<file path="config.mk">
export PLATFORM = sky130hd
export DESIGN_NAME = sdram_bringup
export DESIGN_NICKNAME = d
export VERILOG_FILES = /design/src/rtl/sdram_bringup_pkg.sv /design/src/rtl/bringup_gap_timer.sv /design/src/rtl/bringup_seq_fsm.sv /design/src/rtl/bringup_refresh_timer.sv /design/src/rtl/sdram_bringup.sv
export SDC_FILE = /design/constraint.sdc
export NUM_CORES = 1
export LEC_CHECK = 0
export BUFFER_PORTS_ARGS = -buffer_cell sky130_fd_sc_hd__buf_2
export CAP_MARGIN = 10
export CORE_MARGIN = 5
export CORE_UTILIZATION = 40
export DETAILED_ROUTE_END_ITERATION = 12
export SYNTH_ARGS = -nofsm -noshare
export SYNTH_HDL_FRONTEND = slang
export SYNTH_HIERARCHICAL = 1
export SYNTH_SLANG_ARGS = --single-unit
export TNS_END_PERCENT = 50
</file>
<file path="constraint.sdc">
create_clock -name clk -period 2.6 [get_ports clk]
set_input_delay 0.52 -clock clk [delete_from_list [all_inputs] [get_ports clk]]
set_output_delay 0.52 -clock clk [all_outputs]
set_load 0.005 [all_outputs]
</file>
<file path="src/rtl/sdram_bringup_pkg.sv">
package sdram_bringup_pkg;

    typedef enum logic [2:0] {
        OP_NORMAL = 3'b000,
        OP_CBR    = 3'b001,
        OP_MRW    = 3'b011,
        OP_PREA   = 3'b101
    } sdr_op_e;

    typedef enum logic [3:0] {
        ST_IDLE,
        ST_PRECH,
        ST_PRE_GAP,
        ST_REFR,
        ST_REF_GAP,
        ST_MRW,
        ST_MRW_GAP,
        ST_NORM,
        ST_RUN
    } seq_state_e;

endpackage

</file>
<file path="src/rtl/bringup_gap_timer.sv">
module bringup_gap_timer #(
    parameter int GAP_W = 3,
    parameter int MAXV  = 7
) (
    input  logic             clk,
    input  logic             rst,
    input  logic             load,
    input  logic [GAP_W-1:0] load_val,
    output logic             expired
);

    logic [GAP_W-1:0] cnt;

    always_ff @(posedge clk) begin
        if (rst) begin
            cnt <= '0;
        end else if (load) begin
            cnt <= load_val;
        end else if (cnt != '0) begin
            cnt <= cnt - 1'b1;
        end
    end

    assign expired = (cnt == '0);

    // the wait count never exceeds the longest programmed gap
    p_gap_bound_r3: assert property (@(posedge clk) disable iff (rst)
        (int'(cnt) <= MAXV));

endmodule

</file>
<file path="src/rtl/bringup_seq_fsm.sv">
module bringup_seq_fsm
    import sdram_bringup_pkg::*;
#(
    parameter int MODE_W = 14,
    parameter int T_RP   = 2,
    parameter int T_RFC  = 7,
    parameter int T_MRD  = 2,
    parameter int N_REFR = 8,
    parameter int GAP_W  = 3
) (
    input  logic              clk,
    input  logic              rst,
    input  logic              start,
    input  logic [MODE_W-1:0] mode_word,
    input  logic              gap_zero,
    output logic              gap_load,
    output logic [GAP_W-1:0]  gap_val,
    output logic              cmd_valid,
    output logic [2:0]        cmd_op,
    output logic [MODE_W-1:0] cmd_mode,
    output logic              init_done,
    output logic              en_set
);

    localparam int RC_W = $clog2(N_REFR + 1);

    seq_state_e       state, state_nx;
    logic [RC_W-1:0]  rcnt;

    always_ff @(posedge clk) begin
        if (rst) begin
            state <= ST_IDLE;
            rcnt  <= '0;
        end else begin
            state <= state_nx;
            if (state == ST_PRECH) begin
                rcnt <= '0;
            end else if (state == ST_REFR) begin
                rcnt <= rcnt + 1'b1;
            end
        end
    end

    always_comb begin
        state_nx = state;
        unique case (state)
            ST_IDLE:    if (start) state_nx = ST_PRECH;
            ST_PRECH:   state_nx = ST_PRE_GAP;
            ST_PRE_GAP: if (gap_zero) state_nx = ST_REFR;
            ST_REFR:    state_nx = ST_REF_GAP;
            ST_REF_GAP: if (gap_zero) state_nx = (rcnt == RC_W'(N_REFR)) ? ST_MRW : ST_REFR;
            ST_MRW:     state_nx = ST_MRW_GAP;
            ST_MRW_GAP: if (gap_zero) state_nx = ST_NORM;
            ST_NORM:    state_nx = ST_RUN;
            ST_RUN:     state_nx = ST_RUN;
            default:    state_nx = ST_IDLE;
        endcase
    end

    always_comb begin
        cmd_valid = 1'b0;
        cmd_op    = 3'b000;
        cmd_mode  = '0;
        gap_load  = 1'b0;
        gap_val   = '0;
        en_set    = 1'b0;
        init_done = 1'b0;
        unique case (state)
            ST_PRECH: begin
                cmd_valid = 1'b1;
                cmd_op    = OP_PREA;
                gap_load  = 1'b1;
                gap_val   = GAP_W'(T_RP - 1);
            end
            ST_REFR: begin
                cmd_valid = 1'b1;
                cmd_op    = OP_CBR;
                gap_load  = 1'b1;
                gap_val   = GAP_W'(T_RFC - 1);
            end
            ST_MRW: begin
                cmd_valid = 1'b1;
                cmd_op    = OP_MRW;
                cmd_mode  = mode_word;
                gap_load  = 1'b1;
                gap_val   = GAP_W'(T_MRD - 1);
            end
            ST_NORM: begin
                cmd_valid = 1'b1;
                cmd_op    = OP_NORMAL;
                en_set    = 1'b1;
                init_done = 1'b1;
            end
            ST_RUN:  init_done = 1'b1;
            default: ;
        endcase
    end

    p_first_prech_r2: assert property (@(posedge clk) disable iff (rst)
        (state == ST_IDLE && start) |=> (cmd_valid && cmd_op == OP_PREA));

    p_strobe_single_r6: assert property (@(posedge clk) disable iff (rst)
        cmd_valid |=> !cmd_valid);

    p_done_sticky_r5: assert property (@(posedge clk) disable iff (rst)
        init_done |=> init_done);

    p_mode_gate_r4: assert property (@(posedge clk) disable iff (rst)
        (cmd_mode != '0) |-> (cmd_valid && cmd_op == OP_MRW));

endmodule

</file>
<file path="src/rtl/bringup_refresh_timer.sv">
module bringup_refresh_timer #(
    parameter int PRE_W = 16,
    parameter int RT_W  = 8
) (
    input  logic             clk,
    input  logic             rst,
    input  logic             en_set,
    input  logic             en_clr,
    input  logic [PRE_W-1:0] presc,
    input  logic [RT_W-1:0]  rtmr,
    output logic             en,
    output logic             req
);

    logic [PRE_W-1:0] pre;
    logic [RT_W-1:0]  cnt;
    logic             pre_wrap;
    logic             expire;

    assign pre_wrap = (pre == presc);
    assign expire   = pre_wrap && (cnt == rtmr);

    always_ff @(posedge clk) begin
        if (rst) begin
            en  <= 1'b0;
            pre <= '0;
            cnt <= '0;
            req <= 1'b0;
        end else begin
            req <= en && expire;
            if (!en) begin
                pre <= '0;
                cnt <= '0;
            end else if (pre_wrap) begin
                pre <= '0;
                cnt <= (cnt == rtmr) ? '0 : cnt + 1'b1;
            end else begin
                pre <= pre + 1'b1;
            end
            if (en_set) begin
                en <= 1'b1;
            end else if (en_clr) begin
                en <= 1'b0;
            end
        end
    end

    p_quiet_when_off_r7: assert property (@(posedge clk) disable iff (rst)
        !en |=> !req);

    p_reload_r8: assert property (@(posedge clk) disable iff (rst)
        !en |=> (pre == '0 && cnt == '0));

endmodule

</file>
<file path="src/rtl/sdram_bringup.sv">
module sdram_bringup
    import sdram_bringup_pkg::*;
#(
    parameter int MODE_W = 14,
    parameter int T_RP   = 2,
    parameter int T_RFC  = 7,
    parameter int T_MRD  = 2,
    parameter int N_REFR = 8,
    parameter int PRE_W  = 16,
    parameter int RT_W   = 8
) (
    input  logic              clk,
    input  logic              rst,
    input  logic              start,
    input  logic [MODE_W-1:0] mode_word,
    input  logic [PRE_W-1:0]  ref_presc,
    input  logic [RT_W-1:0]   ref_timer,
    input  logic              refresh_clear,
    output logic              cmd_valid,
    output logic [2:0]        cmd_op,
    output logic [MODE_W-1:0] cmd_mode,
    output logic              init_done,
    output logic              refresh_en,
    output logic              refresh_req
);

    localparam int MAX_A = (T_RP > T_RFC) ? T_RP : T_RFC;
    localparam int MAXG  = (MAX_A > T_MRD) ? MAX_A : T_MRD;
    localparam int GAP_W = (MAXG < 2) ? 1 : $clog2(MAXG);

    logic             gap_zero;
    logic             gap_load;
    logic [GAP_W-1:0] gap_val;
    logic             en_set;

    bringup_seq_fsm #(
        .MODE_W (MODE_W),
        .T_RP   (T_RP),
        .T_RFC  (T_RFC),
        .T_MRD  (T_MRD),
        .N_REFR (N_REFR),
        .GAP_W  (GAP_W)
    ) u_fsm (
        .clk       (clk),
        .rst       (rst),
        .start     (start),
        .mode_word (mode_word),
        .gap_zero  (gap_zero),
        .gap_load  (gap_load),
        .gap_val   (gap_val),
        .cmd_valid (cmd_valid),
        .cmd_op    (cmd_op),
        .cmd_mode  (cmd_mode),
        .init_done (init_done),
        .en_set    (en_set)
    );

    bringup_gap_timer #(
        .GAP_W (GAP_W),
        .MAXV  (MAXG - 1)
    ) u_gap (
        .clk      (clk),
        .rst      (rst),
        .load     (gap_load),
        .load_val (gap_val),
        .expired  (gap_zero)
    );

    bringup_refresh_timer #(
        .PRE_W (PRE_W),
        .RT_W  (RT_W)
    ) u_rtmr (
        .clk    (clk),
        .rst    (rst),
        .en_set (en_set),
        .en_clr (refresh_clear),
        .presc  (ref_presc),
        .rtmr   (ref_timer),
        .en     (refresh_en),
        .req    (refresh_req)
    );

    // a start after the sequence has completed launches no new precharge
    p_start_ignored_r9: assert property (@(posedge clk) disable iff (rst)
        (init_done && start) |=> !(cmd_valid && cmd_op == OP_PREA));

    // refresh arming follows the normal-operation strobe
    p_arm_after_norm_r5: assert property (@(posedge clk) disable iff (rst)
        $rose(refresh_en) |-> init_done);

endmodule

</file>
* Word level (Yosys, flattened, before mapping)
Cells that the tools add are included.
** Cells by class
- Equal/unequal tests :: 15
- Add/sub/neg operators :: 4
- Bitwise logic cells :: 1
- Reductions and logical operators :: 15
- Muxes and demuxes :: 18
** Operators by type and width (count)
- one-hot mux 4 bit (8 select lines) :: 1
- adder 16 x 1 -> 16 bit (second input constant) :: 1
- == test 16 bit :: 1
- == test 4 x 3 -> 1 bit (second input constant) :: 4
- two-way mux 4 bit :: 4
- two-way mux 14 bit :: 1
- two-way mux 3 bit :: 3
- one-hot mux 3 bit (3 select lines) :: 1
- adder 8 x 1 -> 8 bit (second input constant) :: 1
- == test 4 x 2 -> 1 bit (second input constant) :: 2
- == test 4 bit (second input constant) :: 2
- == test 8 bit :: 1
- two-way mux 8 bit :: 1
- inequality test 2 bit (second input constant) :: 4
- OR reduction 2 bit :: 4
- two-way mux 1 bit :: 6
- one-hot mux 3 bit (2 select lines) :: 1
- OR reduction 3 bit :: 2
- adder 4 x 1 -> 4 bit (second input constant) :: 1
- == test 4 x 1 -> 1 bit (second input constant) :: 1
- zero test 4 bit :: 1
- AND reduction 4 bit :: 1
- nonzero test 2 bit :: 2
- OR reduction 4 bit :: 1
- 5 further kinds :: 6
** Storage, ports and cells
- Output and inout port bits :: 21
- Bits of input ports :: 42
- Logic and storage cells :: 60
- Flip-flop bits (word level) :: 37

* Depth between registers and ports, before layout
Gate-level depths: netlist of run 1.
- Word-level depth :: 4
- Depth in mapped cells :: 7
- Gate-level depth less buffers :: 7

* By module
Netlist of run 1, hierarchy kept.
** By module, submodules not included
- bringup_refresh_timer :: area an instance 1396.3 um^2, cells an instance 167, times used 1
- bringup_seq_fsm :: area an instance 609.3 um^2, cells an instance 75, times used 1
- bringup_gap_timer :: area an instance 206.4 um^2, cells an instance 22, times used 1

* Worst setup path after synthesis of run 1
No wires, ideal clock.
- Path kind :: register -> output
- From :: register u_fsm.state[0]
- To :: output cmd_mode[10]
- Cell stages (with the launch flop) :: 5
- Buffers on the path :: 1
- Path slack :: 954 ps
- Arrival time :: 1126 ps
- Path through :: dfxtp_1 -> or2b_4 -> nor3b_4 -> buf_6 -> and2_1
** Between the ends
- Word-level cells in the longest chain between the ends :: 2
** RTL lines
- from (decl) :: line bringup_seq_fsm.sv:27 : seq_state_e state, state_nx;
- from (signal assigned) :: line bringup_seq_fsm.sv:35 : state <= state_nx;
- == test 4 x 3 -> 1 bit :: line bringup_seq_fsm.sv:68 : unique case (state)
- two-way mux 14 bit :: line bringup_seq_fsm.sv:68
- to (decl) :: line sdram_bringup.sv:21 : output logic [MODE_W-1:0] cmd_mode,
No other way between the ends.

* Final worst setup path of run 1
- From :: register u_fsm.state[0]
- To :: output cmd_mode[7]
Same word-level chain as after synthesis.

==> out/qor.yml, run 1 <==
outcome: "finished, final reports clean"
drt-pass1-iter-count: 5
period_share_pct: 91.0
grt_pass1_wl_um: 8310
die_x_um: 84.4
peakVddDrop_v: 0.000385
vias: 1922
worst_pin_slew_ns: 0.568
area_growth_pct: 21.2
initial_core_util_pct: 40.7
synth-simple-area-share_pct: 32.2
p_leak_nw: 1.13
arrival_ns: 1.85
fin_crit_ns: 2.37
grt_pass1_vias: 1835
maxCapViolations: 0
yosys_warnings: 6
ios: 63
rsz0062_at_grt: "no"
synth_mux_area_share_pct: 0.452
initialDrtViolationCount: 91
relSlewSlack_pct: 62.1
fp.dieArea_mm2: 0.00712
antenna_found_initial: 0
synth_cell_types: 49
synth_async_sr_flop_share_pct: 0
numCtsBuffers: 5
ant_nets: 0
nets: 371
setup_viol: 0
power_density_mw_per_mm2: 549
synth-main-ff-cell: "dfxtp_1"
synth_top_family_by_area: "simple AND/OR/NAND/NOR gates"
n_antenna_cell: 0
synth-compound-area-share_pct: 9.56
crit_type: "flop to primary output"
grt_overflow: 0
final_layout_size_suffix_gt1_share_pct: 24.7
routabilityCongestion: 0.794
crit_chain: "or2b_4 > nor3b_4 > and2_1 > buf_2"
crit_required_ns: 2.08
cts_buffer_depth: 2
port_buffers: 62
critical_path.max_fanout: 15
finClkSkew_ns: 0.00536
hold_buffers: 0
clk_pin_slew_ns: 0.07
via_per_inst: 4.85
crit_path_top_delay_cell: "dfxtp_1"
coreArea_mm2: 0.00544
avgRoutedWirePerCell_um: 12.3
cp-start-kind: "flop"
grtUsageTotal_pct: 14.0
final_area_mm2: 0.00268
die_y_um: 84.4
synth_edf_count: 0
final_hold_viol_count: 0
cts.htree.levels: 2
synth_cells: 264
ys_ff_latch: 37
grt_max_degree: 18
crit_buf_inv: 1
hold_class: "flop to flop"
fmaxAchievable_ghz: 0.423
synth_fp_nets: 312
nFillCells: 545
cp_top_family: "simple AND/OR/NAND/NOR gates"
max_stage_delay_ns: 0.51
numPlacedInstances: 388
drc: 0
syn_area_per_cell_um2: 8.38
cts_setup_buffers: 0
dpl_cell_area_mm2: 0.00255
wirelength_um: 4880
crit_path_end_kind: "primary output"
clock_latency_ns: 0.28
final_cells: 396
syn_area_mm2: 0.00221
finalPower_mw: 1.47
layout_commonest_cell: "buf_2"
place_hpwl_um: 3690
tns_ns: 0
rows: 27
yosysSeqAreaShare_pct: 33.5
yosys.area_share.xor_xnor_pct: 15.0
clockRootBuffer: "clkbuf_8"
cts-resized-gates: 0
cts_sinks: 37
synth_fa_ha_area_share_pct: 3.39
drv_slew: 0
final_cell_mix: "buf_2 (62), dfxtp_1 (37), nor2_1 (29)"
cts_tree: "built"
-- sequential cells by signal (all words and copies together), names as in the netlist --
name	cells
u_fsm/state	4
u_rtmr/pre	16
u_rtmr/req	1
u_gap/cnt	3
u_rtmr/cnt	8
u_rtmr/en	1
u_fsm/rcnt	4
-- Yosys cell counts, types with 2 or more instances --
cell | n | area share, %
nor3_1 | 3 | 0.68
nand4_1 | 5 | 1.4
nand3_1 | 9 | 2.0
xor2_1 | 28 | 11
dfxtp_1 | 37 | 33
and3_1 | 4 | 1.1
clkbuf_1 | 2 | 0.34
or3b_1 | 2 | 0.79
nor4_1 | 6 | 1.7
nor2_1 | 29 | 4.9
a21oi_1 | 15 | 3.4
or3_1 | 4 | 1.1
buf_4 | 2 | 0.68
nand2_1 | 20 | 3.4
inv_1 | 13 | 2.2
a2111oi_1 | 2 | 0.91
ha_1 | 6 | 3.4
nor4b_1 | 2 | 0.79
buf_2 | 3 | 0.68
buf_6 | 3 | 1.5
nand2b_1 | 4 | 1.1
nand4b_1 | 3 | 1.2
xnor2_1 | 10 | 4.0
nand3b_1 | 2 | 0.68
o22ai_1 | 6 | 1.7
nor2b_1 | 7 | 2.0
and2_1 | 15 | 4.2
-- tightest hold or removal path: cells and delay by family (launching register included) --
kind | cells | cell delay, ns
AND/OR/NAND/NOR | 1 | 0.06
flip-flops | 1 | 0.34
AO/OA/AOI/OAI | 1 | 0.05
-- power by group --
group	switching [mW]	total [mW]	leakage [nW]	internal, mW
logic	0.125	0.256	0.767	0.131
registers	0.0360	0.630	0.299	0.594
clock network	0.204	0.585	0.0681	0.381
total	0.365	1.47	1.13	1.11
-- metrics by stage --
step | setup WS [ns] | hold WS (ns) | utilization [%]
CTS | 0.237 | 0.493 | 49.3
global route | 0.0935 | 0.524 | 49.3
finish | 0.235 | 0.490 | 49.3
floorplan | 0.954 | 0.448 | -
detailed placement | 0.392 | 0.480 | 46.8
global placement | 0.467 | 0.474 | 46.8
-- per-layer routing --
metal  track usage (%)  wire length [µm]
met1              18.0              2320
met2              22.7              2260
met3              4.12               235
met4              4.03                60
met5                 0                 0
-- final cells by class --
| cell class | instances | area [µm²] | share of cell area, % |
|---|---|---|---|
| Clock buffer | 5 | 68.8 | 2.57 |
| Clock inverter | 3 | 65.1 | 2.43 |
| Sequential cell | 37 | 741 | 27.6 |
| Multi-Input combinational cell | 202 | 1340 | 50.1 |
| Inverter | 13 | 48.8 | 1.82 |
| Tap cell | 72 | 90.1 | 3.36 |
| Timing Repair Buffer | 64 | 325 | 12.1 |
-- cells by family (layout without fill, tap and decap cells) --
logic type / count (synthesis) / in the layout
mux: 1 / 1
flops: 37 / 37
xor+xnor: 38 / 38
compound gates: 32 / 32
buf+inv: 25 / 85
simple gates: 125 / 125
fa+ha+maj: 6 / 6
-- worst paths after layout --
check,startpoint,to,slack [ns],cells after the start
max reg2reg,u_rtmr/pre[3]$_SDFF_PP0_,u_rtmr/pre[13]$_SDFF_PP0_,0.65,5
min,u_fsm/rcnt[0]$_SDFFE_PP0P_,u_fsm/rcnt[0]$_SDFFE_PP0P_,0.49,2
max,u_fsm/state[0]$_SDFFE_PP0P_,cmd_mode[7],0.23,4
min reg2reg,u_fsm/rcnt[0]$_SDFFE_PP0P_,u_fsm/rcnt[0]$_SDFFE_PP0P_,0.49,2
No activity file was read; power rests on OpenSTA's default activity.
==> run 2, diff against run 1 <==
==> constraint.sdc (replaced) <==
create_clock -name clk -period 2.5 [get_ports clk]
set_input_delay 0.5 -clock clk [delete_from_list [all_inputs] [get_ports clk]]
set_output_delay 0.5 -clock clk [all_outputs]
set_load 0.005 [all_outputs]
==> out/qor.yml, run 2 (synthesis results as in run 1) <==
hold_end: "u_rtmr/pre[0]$_SDFF_PP0_"
area_growth_pct: 19.8
final_hold_viol_count: 0
power_density_mw_per_mm2: 493
maxCapViolations: 0
worst_pin_slew_ns: 0.559
wirelength_um: 4820
reg_top3: "u_rtmr/pre: 16 flops, u_rtmr/cnt: 8 flops"
reg2reg_from: "u_rtmr/pre[2]$_SDFF_PP0_"
rows: 27
final_cells: 397
drc: 0
crit_chain: "or2b_4 > nor3b_4 > buf_12 > and2_1 > buf_2"
numCtsBuffers: 5
clock_latency_ns: 0.28
ios: 63
die_y_um: 84.4
period_share_pct: 90.8
finClkSkew_ns: 0.00566
crit_path_end_kind: "primary output"
grt_overflow: 0
clk_pin_slew_ns: 0.07
cp_top_family: "simple AND/OR/NAND/NOR gates"
dpl_cell_area_mm2: 0.00255
numPlacedInstances: 388
cts_tree: "built"
coreArea_mm2: 0.00544
holdPathStages: 1
grt_pass1_wl_um: 8280
reg2reg_slack_ns: 0.54
arrival_ns: 1.77
routabilityCongestion: 0.810
tns_ns: 0
cts_buffer_depth: 2
drv_slew: 0
final_cell_mix: "buf_2 (62), dfxtp_1 (37), nor2_1 (29)"
layout_commonest_cell: "buf_2"
n_antenna_cell: 0
vias: 1944
initialDrtViolationCount: 55
fmaxAchievable_ghz: 0.440
nets: 372
crit_path_top_delay_cell: "dfxtp_1"
min-delay-start: "u_rtmr/pre[0]$_SDFF_PP0_"
crit_type: "flop to primary output"
outcome: "finished, final reports clean"
cts_sinks: 37
rsz0062_at_grt: "no"
hold_class: "flop to flop"
drt-pass1-iter-count: 4
max_stage_delay_ns: 0.52
cts.htree.levels: 2
rr_worst_depth: 5
place_hpwl_um: 3640
setup_viol: 0
die_x_um: 84.4
p_leak_nw: 1.12
clockRootBuffer: "clkbuf_8"
r2r_end: "u_rtmr/pre[13]$_SDFF_PP0_"
cp-start-kind: "flop"
regMostFlops: "u_rtmr/pre"
largest_reg_flops: 16
critical_path.max_fanout: 15
via_per_inst: 4.90
grt_max_degree: 18
fin_crit_ns: 2.27
postLayoutCoreUtil_pct: 48.7
finalPower_mw: 1.31
grtUsageTotal_pct: 13.7
relSlewSlack_pct: 62.7
fp.dieArea_mm2: 0.00712
crit_buf_inv: 2
final_area_mm2: 0.00265
port_buffers: 62
crit_required_ns: 2.00
initial_core_util_pct: 40.7
peakVddDrop_v: 0.000312
final_layout_size_suffix_gt1_share_pct: 24.6
avgRoutedWirePerCell_um: 12.1
nFillCells: 551
ant_nets: 0
antenna_found_initial: 0
grt_pass1_vias: 1817
-- run 2: changes by cell type in the layout (fill, tap and decap cells not counted) --
| cell | before | now |
|---|---|---|
| buf_12 | 0 | 1 |
| bufinv_16 | 2 | 0 |
| clkbuf_1 | 0 | 1 |
| clkinv_2 | 1 | 2 |
-- run 2: layout make-up --
class                      count  area, µm²  area share [%]
sequential                    37        741            28.0
multi-input combinational    202       1340            50.7
tap                           72       90.1            3.40
timing repair buffer          65        345            13.0
inverter                      13       48.8            1.84
clock buffer                   6       72.6            2.74
clock inverter                 2       10.0           0.378
-- run 2: power by group --
part           internal [mW]  switching (mW)  leakage (nW)
combinational          0.137           0.130         0.775
sequential             0.618          0.0362         0.299
clock                  0.193           0.193        0.0450
-- run 2: repair_timing --
action / CTS / global route
buffers inserted: 0 / 1
gates resized for setup: 0 / 0
hold buffers: 0 / 0
endpoints found under the setup margin: 0 / 13
-- run 2: how the worst max path moves through the flow --
stage	start	end	slack [ns]	depth (start not counted)
6_report	u_fsm/state[0]$_SDFFE_PP0P_	cmd_mode[7]	0.23	5
5_1_grt	u_fsm/state[0]$_SDFFE_PP0P_	cmd_mode[7]	0.12	5
4_1_cts	u_fsm/state[0]$_SDFFE_PP0P_	cmd_mode[7]	0.14	4
3_5_place_dp	ref_presc[13]	u_rtmr/pre[5]$_SDFF_PP0_	0.30	6
3_3_place_gp	ref_presc[12]	u_rtmr/pre[4]$_SDFF_PP0_	0.34	6
2_1_floorplan	u_fsm/state[0]$_SDFFE_PP0P_	cmd_mode[10]	0.87	4
-- run 2: worst reg2reg max path, stage by stage, from the launching register on --
cell	delay [ns]
dfxtp_1	0.48
xor2_1	0.12
nor4_2	0.25
nand4_1	0.35
nand2_1	0.53
nor2_1	0.10
-- run 2: stage by stage --
stage	hold WS, ns	setup slack [ns]
2_1_floorplan	0.448	0.874
5_1_grt	0.501	0.115
6_report	0.485	0.229
3_5_place_dp	0.475	0.298
4_1_cts	0.491	0.138
3_3_place_gp	0.474	0.338
-- run 2: per-layer routing --
metal / global-route usage, % / part of all wire (%) / vias up
met5: 0 / 0 / -
met4: 3.88 / 0.81 / 0
met3: 3.63 / 5.2 / 5
met2: 22.8 / 47 / 44
met1: 17.6 / 46 / 870
li1: - / - / 1025
